[config.mk]
export PLATFORM = sky130hd
export DESIGN_NAME = sld_struct_decoder
export DESIGN_NICKNAME = d
export VERILOG_FILES = /design/src/rtl/sld_pkg.sv /design/src/rtl/sld_field_split.sv /design/src/rtl/sld_lane_rules.sv /design/src/rtl/sld_shape_calc.sv /design/src/rtl/sld_struct_decoder.sv
export SDC_FILE = /design/constraint.sdc
export NUM_CORES = 1
export LEC_CHECK = 0
export ABC_AREA = 0
export BUFFER_PORTS_ARGS = -buffer_cell sky130_fd_sc_hd__buf_2
export CORE_MARGIN = 10
export CORE_UTILIZATION = 28
export DETAILED_ROUTE_END_ITERATION = 6
export SYNTH_ARGS = -nofsm -noshare
export SYNTH_HDL_FRONTEND = slang
export SYNTH_SLANG_ARGS = --single-unit
[constraint.sdc]
create_clock -name vclk -period 4.5
set_input_delay 0.9 -clock vclk [all_inputs]
set_output_delay 0.9 -clock vclk [all_outputs]
set_load 0.01 [all_outputs]
[src/rtl/sld_pkg.sv]
package sld_pkg;
  localparam int INSN_W  = 32;
  localparam int REG_W   = 5;
  localparam int LANE_W  = 4;
  localparam int SELEM_W = 3;
  localparam int ESIZE_W = 7;
  localparam int DSIZE_W = 8;
  localparam int IMM_W   = 6;
  localparam int EBYTE_W = 4;
  localparam logic [5:0] FAMILY_TAG = 6'b001101;

  typedef enum logic [1:0] {
    SC_BYTE = 2'd0,
    SC_HALF = 2'd1,
    SC_WORD = 2'd2,
    SC_DBL  = 2'd3
  } scale_e;

  typedef struct packed {
    logic             q;
    logic             post;
    logic             ld;
    logic             rbit;
    logic [REG_W-1:0] rm;
    logic [2:0]       opc;
    logic             s;
    logic [1:0]       size;
    logic [REG_W-1:0] rn;
    logic [REG_W-1:0] rt;
  } fields_t;
endpackage

[src/rtl/sld_field_split.sv]
module sld_field_split
  import sld_pkg::*;
(
  input  logic [INSN_W-1:0] insn,
  output fields_t           f,
  output logic              frame_ok,
  output logic              offset_ok
);
  always_comb begin
    f.q    = insn[30];
    f.post = insn[23];
    f.ld   = insn[22];
    f.rbit = insn[21];
    f.rm   = insn[20:16];
    f.opc  = insn[15:13];
    f.s    = insn[12];
    f.size = insn[11:10];
    f.rn   = insn[9:5];
    f.rt   = insn[4:0];
  end

  assign frame_ok  = (insn[31] == 1'b0) && (insn[29:24] == FAMILY_TAG);
  assign offset_ok = insn[23] || (insn[20:16] == '0);

  always_comb begin
    if (!insn[23] && insn[20:16] != '0)
      p_nooff_rm_r3: assert (!offset_ok) else $error("nonzero Rm accepted in no-offset class");
  end
endmodule

[src/rtl/sld_lane_rules.sv]
module sld_lane_rules
  import sld_pkg::*;
(
  input  logic [2:0]        opc,
  input  logic              s,
  input  logic [1:0]        size,
  input  logic              q,
  input  logic              ld,
  output scale_e            eff_scale,
  output logic              repl,
  output logic [LANE_W-1:0] lane,
  output logic              lane_bad
);
  always_comb begin
    eff_scale = SC_BYTE;
    repl      = 1'b0;
    lane      = '0;
    lane_bad  = 1'b0;
    unique case (opc[2:1])
      2'b11: begin
        lane_bad  = !ld || s;
        repl      = 1'b1;
        eff_scale = scale_e'(size);
      end
      2'b00: begin
        eff_scale = SC_BYTE;
        lane      = {q, s, size};
      end
      2'b01: begin
        eff_scale = SC_HALF;
        lane_bad  = size[0];
        lane      = {1'b0, q, s, size[1]};
      end
      default: begin
        lane_bad = size[1];
        if (!size[0]) begin
          eff_scale = SC_WORD;
          lane      = {2'b00, q, s};
        end else begin
          eff_scale = SC_DBL;
          lane_bad  = size[1] || s;
          lane      = {3'b000, q};
        end
      end
    endcase
  end

  always_comb begin
    if (opc[2:1] == 2'b01 && !lane_bad)
      p_half_lane_range_r8: assert (lane < 4'd8) else $error("halfword lane out of range");
    if (opc[2:1] == 2'b10 && size == 2'b01 && !lane_bad)
      p_dbl_promote_r10: assert (eff_scale == SC_DBL && lane < 4'd2) else $error("doubleword promotion wrong");
  end
endmodule

[src/rtl/sld_shape_calc.sv]
module sld_shape_calc
  import sld_pkg::*;
(
  input  scale_e             eff_scale,
  input  logic               opc0,
  input  logic               rbit,
  input  logic               q,
  input  logic               post,
  input  logic [REG_W-1:0]   rm,
  output logic [SELEM_W-1:0] selem,
  output logic [ESIZE_W-1:0] esize,
  output logic [DSIZE_W-1:0] dsize,
  output logic [IMM_W-1:0]   imm,
  output logic               reg_off
);
  localparam logic [REG_W-1:0] RM_IMM = '1;

  logic [EBYTE_W-1:0] ebytes;
  logic               use_imm;

  assign selem   = {1'b0, opc0, rbit} + SELEM_W'(1);
  assign ebytes  = EBYTE_W'(1) << eff_scale;
  assign esize   = ESIZE_W'(8) << eff_scale;
  assign dsize   = q ? DSIZE_W'(128) : DSIZE_W'(64);
  assign use_imm = post && (rm == RM_IMM);
  assign reg_off = post && (rm != RM_IMM);
  assign imm     = use_imm ? (IMM_W'(selem) * IMM_W'(ebytes)) : '0;

  always_comb begin
    p_esize_pow2_r9: assert ($onehot(esize) && esize >= 7'd8 && esize <= 7'd64)
      else $error("element size not a power of two in range");
    if (imm != '0)
      p_imm_product_r12: assert (post && ({3'b000, imm} == IMM_W'(selem) * {3'b000, esize[6:3]}))
        else $error("post immediate mismatch");
  end
endmodule

[src/rtl/sld_struct_decoder.sv]
module sld_struct_decoder
  import sld_pkg::*;
(
  input  logic [INSN_W-1:0]  insn,
  input  logic               feat_en,
  output logic               undef,
  output logic [REG_W-1:0]   rt,
  output logic [REG_W-1:0]   rn,
  output logic [REG_W-1:0]   rm,
  output logic               is_load,
  output logic               wback,
  output logic               replicate,
  output logic [SELEM_W-1:0] selem,
  output logic [ESIZE_W-1:0] esize,
  output logic [DSIZE_W-1:0] datasize,
  output logic [LANE_W-1:0]  lane_idx,
  output logic [IMM_W-1:0]   post_imm,
  output logic               reg_offset
);
  fields_t            f;
  logic               frame_ok, offset_ok, lane_bad, repl_i, reg_off_i;
  scale_e             eff_scale;
  logic [LANE_W-1:0]  lane_i;
  logic [SELEM_W-1:0] selem_i;
  logic [ESIZE_W-1:0] esize_i;
  logic [DSIZE_W-1:0] dsize_i;
  logic [IMM_W-1:0]   imm_i;

  sld_field_split u_split (
    .insn(insn), .f(f), .frame_ok(frame_ok), .offset_ok(offset_ok)
  );

  sld_lane_rules u_lane (
    .opc(f.opc), .s(f.s), .size(f.size), .q(f.q), .ld(f.ld),
    .eff_scale(eff_scale), .repl(repl_i), .lane(lane_i), .lane_bad(lane_bad)
  );

  sld_shape_calc u_shape (
    .eff_scale(eff_scale), .opc0(f.opc[0]), .rbit(f.rbit), .q(f.q),
    .post(f.post), .rm(f.rm), .selem(selem_i), .esize(esize_i),
    .dsize(dsize_i), .imm(imm_i), .reg_off(reg_off_i)
  );

  logic bad;
  assign bad = !feat_en || !frame_ok || !offset_ok || lane_bad;

  always_comb begin
    undef      = bad;
    rt         = '0;
    rn         = '0;
    rm         = '0;
    is_load    = 1'b0;
    wback      = 1'b0;
    replicate  = 1'b0;
    selem      = '0;
    esize      = '0;
    datasize   = '0;
    lane_idx   = '0;
    post_imm   = '0;
    reg_offset = 1'b0;
    if (!bad) begin
      rt         = f.rt;
      rn         = f.rn;
      rm         = f.rm;
      is_load    = f.ld;
      wback      = f.post;
      replicate  = repl_i;
      selem      = selem_i;
      esize      = esize_i;
      datasize   = dsize_i;
      lane_idx   = lane_i;
      post_imm   = imm_i;
      reg_offset = reg_off_i;
    end
  end

  always_comb begin
    if (!feat_en)
      p_feat_off_r1: assert (undef) else $error("disabled feature decoded");
    if (!undef)
      p_wback_class_r3: assert (wback == insn[23]) else $error("writeback disagrees with class");
    if (!undef && replicate)
      p_repl_lane0_r6: assert (lane_idx == '0 && is_load) else $error("replicate lane not zero");
    if (undef)
      p_undef_quiet_r13: assert (selem == '0 && esize == '0 && datasize == '0 && post_imm == '0)
        else $error("undefined word leaked shape");
  end
endmodule

==> summary.md <==
| Metric | Value |
|---|---|
| Status | complete, no violations |
| Post-Syn Area per Cell | 6.91 µm² |
| Worst setup path end | post_imm[5] |
| 1st-iter DRT viols | 24 |
| FF+latch area | 0 µm² |
| Fin area | 1190 µm² |
| Routability congestion estimate | 0.798 |
| Rows | 19 |
| Setup violators final | 0 |
| Unrepaired setup endpoints after global routing | false |
| DIE AREA | 5570 µm² |
| Global-route wire length before repair | 4550 µm |
| F_max | 235 MHz |
| Pre-CTS setup slack | 0.242 ns |
| 1st-pass router iterations | 4 |
| Fin. max-slew vios | 0 |
| CP peak stage delay | 0.50 ns |
| Cells after synthesis | 121 |
| Crit path launch | insn[15] |
| Period minus WS final | 4.25 ns |
| Post-Synthesis Cell Area | 836 µm² |
| # DRC | 0 |
| Max_cap viols | 0 |
| Tot GR Track Use | 0.0957 |
| I/O Buffers | 72 |
| ANT nets after route | 0 |
| Slowest cell on the critical path | fa_1 |
| Vias | 1021 |
| Distinct cells, synth | 37 |
| Critical path required time | 3.60 ns |
| Worst hold margin | 2.09 ns |
| Vias per inst | 4.62 |
| Area grow syn2layout | 42.8% |
| Fillers | 306 |
| CP Launch Type | input pin |
| LEAKAGE | 0.710 nW |
| Most frequent cells in the layout | buf_2, and2_1, nor2_1, conb_1 |
| Post-route insts no fill | 221 |
| WS Path Type | in -> out |
| FFs & Latches | 0 |
| GRT overflow | 0 |
| Via count of the first global-routing pass | 1037 |
| Post-CTS Setup Bufs | 0 |
| Clock buffers | 0 |
| Hold crit path type | in -> out |
| Diode count | 0 |
| # hold bufs at CTS | 0 |
| Post-cts resize count | 0 |
| Final Hold Viols | 0 |
| Routed WL | 3050 µm |
| Hold depth | 3 |
| Area post-placement | 1190 µm² |
| Die height | 74.6 µm |
| Slew @ Worst Pin | 0.536 ns |
| Setup WS post-layout | 0.251 ns |
| Largest net degree at the start of global routing | 13 |
| Chip width | 74.6 µm |
| CP Capture Type | output port |
| Total Power | 59.3 µW |
| Seq/Total Area, Yosys | 0 |
| VDD IR max | 0.0302 mV |
| Nets | 234 |
| Slew headroom | 0.641 |
| Share of post-route cells with drive strength above 1 | 0.437 |
| Crit Path Max Fanout | 10 |
| Post-Place Cells | 221 |
| Initial Util | 0.298 |
| Most common cell after layout, fill and taps aside | buf_2 |
| Setup TNS | 0 ns |
| DR WL/cell | 13.8 µm |
| Critical Path, Cell by Cell | buf_2 > nor2b_1 > nor2b_1 > nand2_1 > fa_1 > inv_1 > ha_1 > a21o_1 > a21oi_1 > or3_1 > a21oi_2 > buf_2 |
| Final Util | 0.426 |
| Dpl hpwl | 2780 µm |
| Power per cell area | 49.7 nW/µm² |
| IO Pins | 81 |
| Final Cycle Share | 0.944 |
| Yosys warns | 0 |
| CP arrival | 3.35 ns |
| Core ar. | 2810 µm² |
| Initial antenna violation count | 0 |
## cell usage after synthesis (3+ instances only)
cell / n / area (µm²)
and2_1: 21 / 131
buf_4: 10 / 75.1
nor2_1: 10 / 37.5
inv_1: 8 / 30.0
nand2_1: 8 / 30.0
ha_1: 6 / 75.1
nor2b_1: 5 / 31.3
nor3b_1: 4 / 30.0
nor4_1: 4 / 25.0
a211oi_1: 3 / 22.5
a21oi_1: 3 / 15.0
buf_2: 3 / 15.0
fa_1: 3 / 60.1
nor3_1: 3 / 15.0
o21ai_0: 3 / 15.0
## per-layer routing
layer	wire length [µm]	GRT usage	vias up
met5	0	0	-
met4	0	0	0
met3	278	0.0263	0
met2	1470	0.177	42
met1	1300	0.114	443
li1	-	-	536
## worst min-delay path by stage
stage / start / to / slack [ns]
detailed placement: insn[8] / rn[3] / 2.09
floorplan: insn[21] / post_imm[0] / 1.83
finish: insn[7] / rn[2] / 2.09
global placement: insn[8] / rn[3] / 2.09
global route: insn[9] / rn[4] / 2.11
CTS: insn[8] / rn[3] / 2.09
## final cells by class
class                      count  area (µm²)  area share
multi-input combinational    107         742       0.622
timing repair buffer          75         383       0.321
tap                           31        38.8      0.0325
inverter                       8        30.0      0.0252
## cell families after synthesis
group                    count (synthesis)  synth area share
AO/OA/AOI/OAI                           15             0.123
XOR/XNOR                                 1            0.0105
adder cells (fa/ha/maj)                  9             0.162
buffers and inverters                   22             0.148
multiplexers                             2            0.0240
other                                    1           0.00449
AND/OR/NAND/NOR                         71             0.528
## power breakdown
part / leakage (nW) / internal [mW] / switching [mW]
Combinational: 0.710 / 0.0261 / 0.0332
Clock: 0 / 0 / 0
Sequential: 0 / 0 / 0
## critical path: cells and delay by family
kind / cells / cell delay, ns
AND/OR/NAND/NOR: 4 / 1.01
adder cells (fa/ha/maj): 2 / 0.77
buffers and inverters: 3 / 0.36
AO/OA/AOI/OAI: 3 / 0.29
(Power assumes the default switching activity.)
